File: src/rtl/dmp_pkg.sv
package dmp_pkg;

    localparam int DMP_AW = 32;
    localparam int DMP_DW = 32;
    localparam int DMP_PW = 4;
    localparam int DMP_BW = 4;
    localparam int DMP_IW = 2;
    localparam int DMP_OW = DMP_BW + DMP_IW + 2;

    localparam int CSR_EN_BIT   = 0;
    localparam int CSR_BUSY_BIT = 1;

    localparam logic [DMP_OW-1:0] OFF_CTRL = 8'h00;
    localparam logic [DMP_OW-1:0] OFF_XADR = 8'h04;
    localparam logic [DMP_OW-1:0] OFF_DDAT = 8'h0C;
    localparam logic [DMP_OW-1:0] OFF_WIN0 = 8'h10;
    localparam logic [DMP_OW-1:0] OFF_WIN1 = 8'h14;
    localparam logic [DMP_OW-1:0] OFF_WIN2 = 8'h18;
    localparam logic [DMP_OW-1:0] OFF_WIN3 = 8'h1C;

    typedef enum logic [2:0] {
        RK_CTRL,
        RK_XADR,
        RK_DDAT,
        RK_WIN,
        RK_NONE
    } reg_kind_e;

    typedef struct packed {
        logic              en;
        logic              busy;
        logic [DMP_AW-1:0] xadr;
        logic              rsp_valid;
        logic              rsp_err;
        logic [DMP_DW-1:0] rsp_rdata;
        logic [DMP_AW-1:0] bus_addr;
        logic              bus_we;
        logic [DMP_DW-1:0] bus_wdata;
    } front_state_t;

endpackage

File: src/rtl/dmp_decode.sv
module dmp_decode
    import dmp_pkg::*;
(
    input  logic [DMP_BW-1:0] bank,
    input  logic [DMP_IW-1:0] idx,
    output reg_kind_e         kind
);

    logic [DMP_OW-1:0] offset;

    always_comb begin
        offset = {bank, idx, 2'b00};
        unique case (offset)
            OFF_CTRL: kind = RK_CTRL;
            OFF_XADR: kind = RK_XADR;
            OFF_DDAT: kind = RK_DDAT;
            OFF_WIN0,
            OFF_WIN1,
            OFF_WIN2,
            OFF_WIN3: kind = RK_WIN;
            default:  kind = RK_NONE;
        endcase
    end

endmodule

File: src/rtl/dmp_addr_form.sv
module dmp_addr_form
    import dmp_pkg::*;
#(
    parameter int AW = DMP_AW
) (
    input  logic [AW-1:0]     xadr,
    input  reg_kind_e         kind,
    input  logic [DMP_IW-1:0] idx,
    output logic [AW-1:0]     addr
);

    localparam int LOW_W = DMP_IW + 2;

    always_comb begin
        if (kind == RK_WIN) begin
            addr = {xadr[AW-1:LOW_W], idx, 2'b00};
        end else begin
            addr = xadr;
        end
    end

endmodule

File: src/rtl/dbg_memport_front.sv
module dbg_memport_front
    import dmp_pkg::*;
#(
    parameter logic [DMP_PW-1:0] PORT_NUM = 4'd2
) (
    input  logic              clk,
    input  logic              rst_n,
    input  logic              req_valid,
    output logic              req_ready,
    input  logic              req_write,
    input  logic [DMP_PW-1:0] req_port,
    input  logic [DMP_BW-1:0] req_bank,
    input  logic [DMP_IW-1:0] req_idx,
    input  logic [DMP_DW-1:0] req_wdata,
    output logic              rsp_valid,
    output logic              rsp_err,
    output logic [DMP_DW-1:0] rsp_rdata,
    output logic              bus_req,
    output logic [DMP_AW-1:0] bus_addr,
    output logic              bus_we,
    output logic [DMP_DW-1:0] bus_wdata,
    input  logic              bus_ready,
    input  logic [DMP_DW-1:0] bus_rdata
);

    front_state_t state_d, state_q;
    reg_kind_e         kind;
    logic [DMP_AW-1:0] tx_addr;
    logic              port_hit;
    logic              is_data;
    logic              bus_done;
    logic              accept;

    dmp_decode u_decode (
        .bank (req_bank),
        .idx  (req_idx),
        .kind (kind)
    );

    dmp_addr_form #(.AW(DMP_AW)) u_addr_form (
        .xadr (state_q.xadr),
        .kind (kind),
        .idx  (req_idx),
        .addr (tx_addr)
    );

    always_comb begin
        port_hit  = (req_port == PORT_NUM);
        is_data   = (kind == RK_DDAT) || (kind == RK_WIN);
        bus_done  = state_q.busy && bus_ready;
        req_ready = !(state_q.busy && (is_data || bus_ready));
        accept    = req_valid && req_ready && port_hit;

        state_d           = state_q;
        state_d.rsp_valid = 1'b0;
        state_d.rsp_err   = 1'b0;
        state_d.rsp_rdata = '0;

        if (bus_done) begin
            state_d.busy      = 1'b0;
            state_d.rsp_valid = 1'b1;
            state_d.rsp_rdata = state_q.bus_we ? '0 : bus_rdata;
        end

        if (accept) begin
            unique case (kind)
                RK_CTRL: begin
                    state_d.rsp_valid = 1'b1;
                    if (req_write) begin
                        state_d.en = req_wdata[CSR_EN_BIT];
                    end else begin
                        state_d.rsp_rdata[CSR_EN_BIT]   = state_q.en;
                        state_d.rsp_rdata[CSR_BUSY_BIT] = state_q.busy;
                    end
                end
                RK_XADR: begin
                    state_d.rsp_valid = 1'b1;
                    if (req_write) begin
                        state_d.xadr = req_wdata;
                    end else begin
                        state_d.rsp_rdata = state_q.xadr;
                    end
                end
                RK_DDAT, RK_WIN: begin
                    if (!state_q.en) begin
                        state_d.rsp_valid = 1'b1;
                        state_d.rsp_err   = 1'b1;
                    end else begin
                        state_d.busy      = 1'b1;
                        state_d.bus_addr  = tx_addr;
                        state_d.bus_we    = req_write;
                        state_d.bus_wdata = req_write ? req_wdata : '0;
                    end
                end
                default: begin
                    state_d.rsp_valid = 1'b1;
                end
            endcase
        end
    end

    always_ff @(posedge clk or negedge rst_n) begin
        if (!rst_n) begin
            state_q <= '0;
        end else begin
            state_q <= state_d;
        end
    end

    assign rsp_valid = state_q.rsp_valid;
    assign rsp_err   = state_q.rsp_err;
    assign rsp_rdata = state_q.rsp_rdata;
    assign bus_req   = state_q.busy;
    assign bus_addr  = state_q.bus_addr;
    assign bus_we    = state_q.bus_we;
    assign bus_wdata = state_q.bus_wdata;

endmodule

File: config.mk
export PLATFORM = sky130hd
export DESIGN_NAME = dbg_memport_front
export DESIGN_NICKNAME = d
export VERILOG_FILES = /design/src/rtl/dmp_pkg.sv /design/src/rtl/dmp_decode.sv /design/src/rtl/dmp_addr_form.sv /design/src/rtl/dbg_memport_front.sv
export SDC_FILE = /design/constraint.sdc
export NUM_CORES = 1
export LEC_CHECK = 0
export ABC_CLOCK_PERIOD_IN_PS = 1700
export BUFFER_PORTS_ARGS = -buffer_cell sky130_fd_sc_hd__buf_2
export CORE_AREA = 2 2 121 123
export CTS_CLUSTER_DIAMETER = 100
export DETAILED_ROUTE_END_ITERATION = 10
export DIE_AREA = 0 0 123 125
export PLACE_DENSITY = 0.7
export SLEW_MARGIN = 20
export SYNTH_ARGS = -nofsm -noshare
export SYNTH_HDL_FRONTEND = slang
export SYNTH_SLANG_ARGS = --single-unit
File: constraint.sdc
create_clock -name clk -period 1.7 [get_ports clk]
set_clock_uncertainty 0.1 [all_clocks]
set_input_delay 0.255 -clock clk [delete_from_list [all_inputs] [get_ports clk]]
set_output_delay 0.255 -clock clk [all_outputs]
set_load 0.05 [all_outputs]
# == Yosys cells after proc, flatten, opt, wreduce, memory -nomap -nowiden ==
# Index checks and enable logic that the tools add are counted.
# classes
eq_ne,10
muxes,21
n_reduce_logical,14
# op_table
op,n
32-bit two-way mux,6
132-bit two-way mux,1
65-bit two-way mux,2
30-bit two-way mux,1
6-bit by 3-bit equality test with 1-bit output (second input constant),4
3-bit one-hot mux with 4 select lines,1
3-bit AND reduction,3
3-bit by 2-bit equality test with 1-bit output (second input constant),2
6-bit by 1-bit equality test with 1-bit output (second input constant),1
6-bit by 2-bit equality test with 1-bit output (second input constant),1
6-bit logical NOT,1
1-bit two-way mux,6
4-bit by 2-bit equality test with 1-bit output (second input constant),1
1-bit logical AND,4
2-bit two-way mux,2
4-bit two-way mux,1
2-bit one-hot mux with 2 select lines,1
4-bit OR reduction,1
3-bit by 1-bit equality test with 1-bit output (second input constant),1
3-bit logical NOT,1
1-bit logical OR,2
2-bit OR reduction,1
1-bit logical NOT,1
# word_totals
ff_bits,133
inputBits,79
out_inout_bits,101
wordCells,54

# == Depth between registers and ports, before layout ==
# depth
ltp_word,11
ltp_mapped,7
depth_no_buf,4

# == By module ==
# A second synthesis with hierarchy kept.
# hier_totals
hier_cells,513
hier_area_um2,6388.6
# by_module_without_submodules
mod,n_inst,cells_per_inst,area_per_inst_um2
dbg_memport_front,1,473,6067.1
dmp_addr_form,1,33,275.3
dmp_decode,1,7,46.3

# == Worst setup path after synthesis ==
# OpenSTA, ideal clock, no wires.
# synth_path
path_type,in2out
from,in req_idx[0]
to,out req_ready
arrival_ns,1.891
slack_ns,-0.546
path_stages,4
n_path_buf,1
path_cell_list,clkbuf_1 a21o_1 and2_1 o21ai_0
# synth_between
elab_chain_len,8
# synth_lines
element,line_no,rtl
start: declaration,dbg_memport_front.sv:13,"input logic [DMP_IW-1:0] req_idx,"
6-bit by 3-bit equality test with 1-bit output,dmp_decode.sv:13,unique case (offset)
4-bit OR reduction,dmp_decode.sv:13,
3-bit one-hot mux with 4 select lines (*),dmp_decode.sv:13,
3-bit by 2-bit equality test with 1-bit output,dbg_memport_front.sv:49,is_data = (kind == RK_DDAT) || (kind == RK_WIN);
1-bit logical OR (*),dbg_memport_front.sv:49,
1-bit logical OR (*),dbg_memport_front.sv:51,req_ready = !(state_q.busy && (is_data || bus_ready));
1-bit logical AND (*),dbg_memport_front.sv:51,
1-bit logical NOT (*),dbg_memport_front.sv:51,
end: declaration,dbg_memport_front.sv:9,"output logic req_ready,"
# Every way passes the cells marked *; elsewhere a longest branch is shown, timed or not.

# == Worst setup path in the final report ==
# layout_path
from,reg state_q (netlist bit bus_req)
to,reg state_q[127] (netlist bit)
# layout_between
elab_chain_len,5
# layout_lines
element,line_no,rtl
start: declaration,dbg_memport_front.sv:26,"front_state_t state_d, state_q;"
start signal: assignment,dbg_memport_front.sv:106,state_q <= state_d;
1-bit logical AND,dbg_memport_front.sv:51,
1-bit logical NOT,dbg_memport_front.sv:51,
1-bit logical AND (2 in series),dbg_memport_front.sv:52,accept = req_valid && req_ready && port_hit;
3-bit AND reduction (no line),--,
# Every way passes these cells.
# A chain may end at the register's enable or synchronous reset.

==> results.sh <==
export IMPL_status="finished with violations"
export IMPL_failed_checks="negative setup slack"
export IMPL_core_um2=14200
export IMPL_hold_start="req_wdata[0]"
export IMPL_cts_sinks=133
export IMPL_fillers=1151
export IMPL_clockRootBuffer="clkbuf_16"
export IMPL_area_growth_pct=38.2
export IMPL_reg2reg_from="bus_req"
export IMPL_multiInputGateArea_um2=1870
export IMPL_cp_buffers_inverters=1
export IMPL_ys_ff_latch=133
export IMPL_async_reset_ff_frac=1.00
export IMPL_cts_buffer_depth=2
export IMPL_die_area_um2=15400
export IMPL_yosysWarnings=0
export IMPL_drv_cap=0
export IMPL_min_to="bus_wdata[0]"
export IMPL_start_util=0.419
export IMPL_crit_fanout=10
export IMPL_cts_tree="yes"
export IMPL_worstPathCellList="or4b_4 > o211ai_4 > nor2_4 > buf_12 > mux2_4"
export IMPL_timing_rr_end="state_q[127]"
export IMPL_ys_top_cells_by_count="dfrtp_1 (133), buf_4 (97), nand2_1 (74), o21ai_0 (42)"
export IMPL_synth_cells=490
export IMPL_post_synth_cell_area_avg_um2=12.1
export IMPL_finalInstanceArea_um2=8220
export IMPL_fmax_mhz=526
export IMPL_antenna_left=0
export IMPL_grt_overflow_total=0
export IMPL_route_detailed_wl_per_inst_um=18.4
export IMPL_seq_area_um2=3330
export IMPL_port_buffers=179
export IMPL_numCtsBuffers=17
export IMPL_grt_setup_unrepaired="yes"
export IMPL_io_pins=180
export IMPL_clk_latency_ps=410
export IMPL_min_path_type="in2reg"
export IMPL_power_density_nw_per_um2=883
export IMPL_final_core_util=0.579
export IMPL_critical_path_top_delay_family="simple AND/OR/NAND/NOR gates"
export IMPL_grt_pass1_wl_mm=24.4
export IMPL_combPwrFrac=0.057
export IMPL_grt_pass1_vias=4585
export IMPL_cp_slowest_stage_delay_ps=510
export IMPL_cpMaxStageDelayCell="or4b_4"
export IMPL_dpl_instance_area_um2=6550
export IMPL_setup_viol=112
export IMPL_htree_levels=4
export IMPL_arrival_ps=2090
export IMPL_irDropWorstVdd_v=0.000570
export IMPL_synth_cell_types=30
export IMPL_p_sw_frac=0.208
export IMPL_final_hold_viol_count=0
export IMPL_whs_path_depth=3
export IMPL_seqPwrFrac=0.438
export IMPL_required_ps=1890
export IMPL_layout_nets=754
export IMPL_synth_most_common_cell="dfrtp_1"
export IMPL_tightest_slew_ps=604
export IMPL_die_w_um=123
export IMPL_dpl_cell_count=758
export IMPL_max_slew_margin_rel=0.596
export IMPL_drive_gt1_frac=0.491
export IMPL_finalCritPeriodShare=1.12
export IMPL_synth_top_area_frac=0.559
export IMPL_synth_area_um2=5950
export IMPL_antenna_found_initial=1
export IMPL_rows=44
export IMPL_min_period_ps=1900
export IMPL_wl_mm=16.0
export IMPL_report_final_slew_viol_count=0
export IMPL_final_cell_count_no_fill=872
export IMPL_p_sw_mw=1.51
export IMPL_ys_top_cells_by_area="dfrtp_1 (56%), buf_4 (12%), mux2_4 (7.6%)"
export IMPL_gp_congestion=0.793
export IMPL_ff2ff_setup_slack_ps=-200
export IMPL_first_pass_iters=4
export IMPL_timing_final_ws_setup_ps=-201
export IMPL_dp_slack_ps=-417
export IMPL_startpoint_type="register"
export IMPL_drc=0
export IMPL_critical_path_class="reg2reg"
export IMPL_intPower_mw=5.76
export IMPL_viasPerCell=4.90
export IMPL_via_count=4270
export IMPL_synth_edff_count=0
export IMPL_dp_hpwl_mm=9.78
export IMPL_crit_path_end_kind="register"
export IMPL_r2r_cells=5
export IMPL_syn_num_nets=569
export IMPL_gr_usage_all_layers=0.216
export IMPL_path_clk_slew_ps=50
export IMPL_clockPowerShare=0.505
export IMPL_power_leakage_nw=4.36
export IMPL_drt_iter0_drc=218
export IMPL_yosysTopAreaCell="dfrtp_1"
export IMPL_ys_flop_type="dfrtp_1"
export IMPL_grt_max_degree=45
export IMPL_die_h_um=125
export IMPL_ys_seq_area_frac=0.559
-- cell families after synthesis --
kind of cell	after synthesis	share of synthesized area
compound gates	78	0.0879
mux	66	0.143
flops	133	0.559
buf+inv	123	0.144
simple gates	90	0.0656
-- registers in the layout (all words and copies together) (netlist names) --
signal / flops
state_q: 33
rsp_err: 1
rsp_rdata: 32
rsp_valid: 1
bus_wdata: 32
bus_addr: 32
bus_req: 1
bus_we: 1
-- layout by cell type, fill, tap and decap left out, drive strengths merged, types with 3 or more instances in the layout --
master,instances
nand2,74
o21ai,42
bufinv,3
buf,223
dlygate4sd3,64
dfrtp,133
clkinv,5
mux2,62
mux2i,4
a22o,30
clkbuf,21
nor2,5
-- through the flow --
stage / hold WS [ps] / total power, mW / setup TNS, ps
after floorplan: -141 / 3.29 / -18550
final: 33.4 / 7.26 / -14410
after global routing: 22.9 / 7.50 / -20130
after detailed placement: 110 / 3.52 / -36560
after CTS: 18.5 / 7.33 / -14090
after global placement: 115 / 3.51 / -31780
-- worst reg2reg max path, stage by stage (launching register included) --
cell	delay (ps)
dfrtp_2	400
or4b_4	510
o211ai_4	220
nor2_4	90
buf_12	170
mux2_4	300
-- cell type report --
| type | count | share of cell area |
|---|---|---|
| Multi-Input combinational cell | 235 | 0.227 |
| Sequential cell | 133 | 0.405 |
| Tap cell | 184 | 0.0280 |
| Clock buffer | 21 | 0.0560 |
| Clock inverter | 10 | 0.0158 |
| Inverter | 1 | 0.000456 |
| Timing Repair Buffer | 287 | 0.267 |
| Antenna cell | 1 | 0.000304 |
-- what timing repair did --
| action | in CTS | in global routing |
|---|---|---|
| gates cloned | 8 | 0 |
| buffers inserted | 9 | 1 |
| pin swaps | 6 | 7 |
| endpoints found under the hold margin | 123 | 0 |
| gates resized for setup | 50 | 25 |
| hold buffers | 64 | 0 |
| setup endpoints to repair | 128 | 129 |
-- per-layer routing --
layer	global-route usage	vias up	routed length [um]
met3	0.0598	24	1090
met4	0.0715	0	221
li1	-	1946	-
met2	0.366	162	8150
met5	0	-	0
met1	0.265	2138	6560
-- power by group through the flow --
stage | clock [mW] | combinational [mW] | sequential (mW)
after floorplan | 0 | 0.0554 | 3.24
after global placement | 0 | 0.277 | 3.24
after detailed placement | 0 | 0.287 | 3.24
after CTS | 3.74 | 0.408 | 3.18
after global routing | 3.87 | 0.452 | 3.18
final | 3.67 | 0.412 | 3.18
-- how the worst max path moves through the flow --
stage               slack (ps)  cells after the start         from            end
floorplan                 -370                      6      bus_req   state_q[100]
detailed placement        -420                      6  req_bank[1]  rsp_rdata[17]
CTS                       -210                      5      bus_req   state_q[107]
global route              -240                      5      bus_req   state_q[127]
finish                    -200                      5      bus_req   state_q[127]
global placement          -380                      6  req_bank[1]  rsp_rdata[29]
No activity file was read; power rests on OpenSTA's default activity.
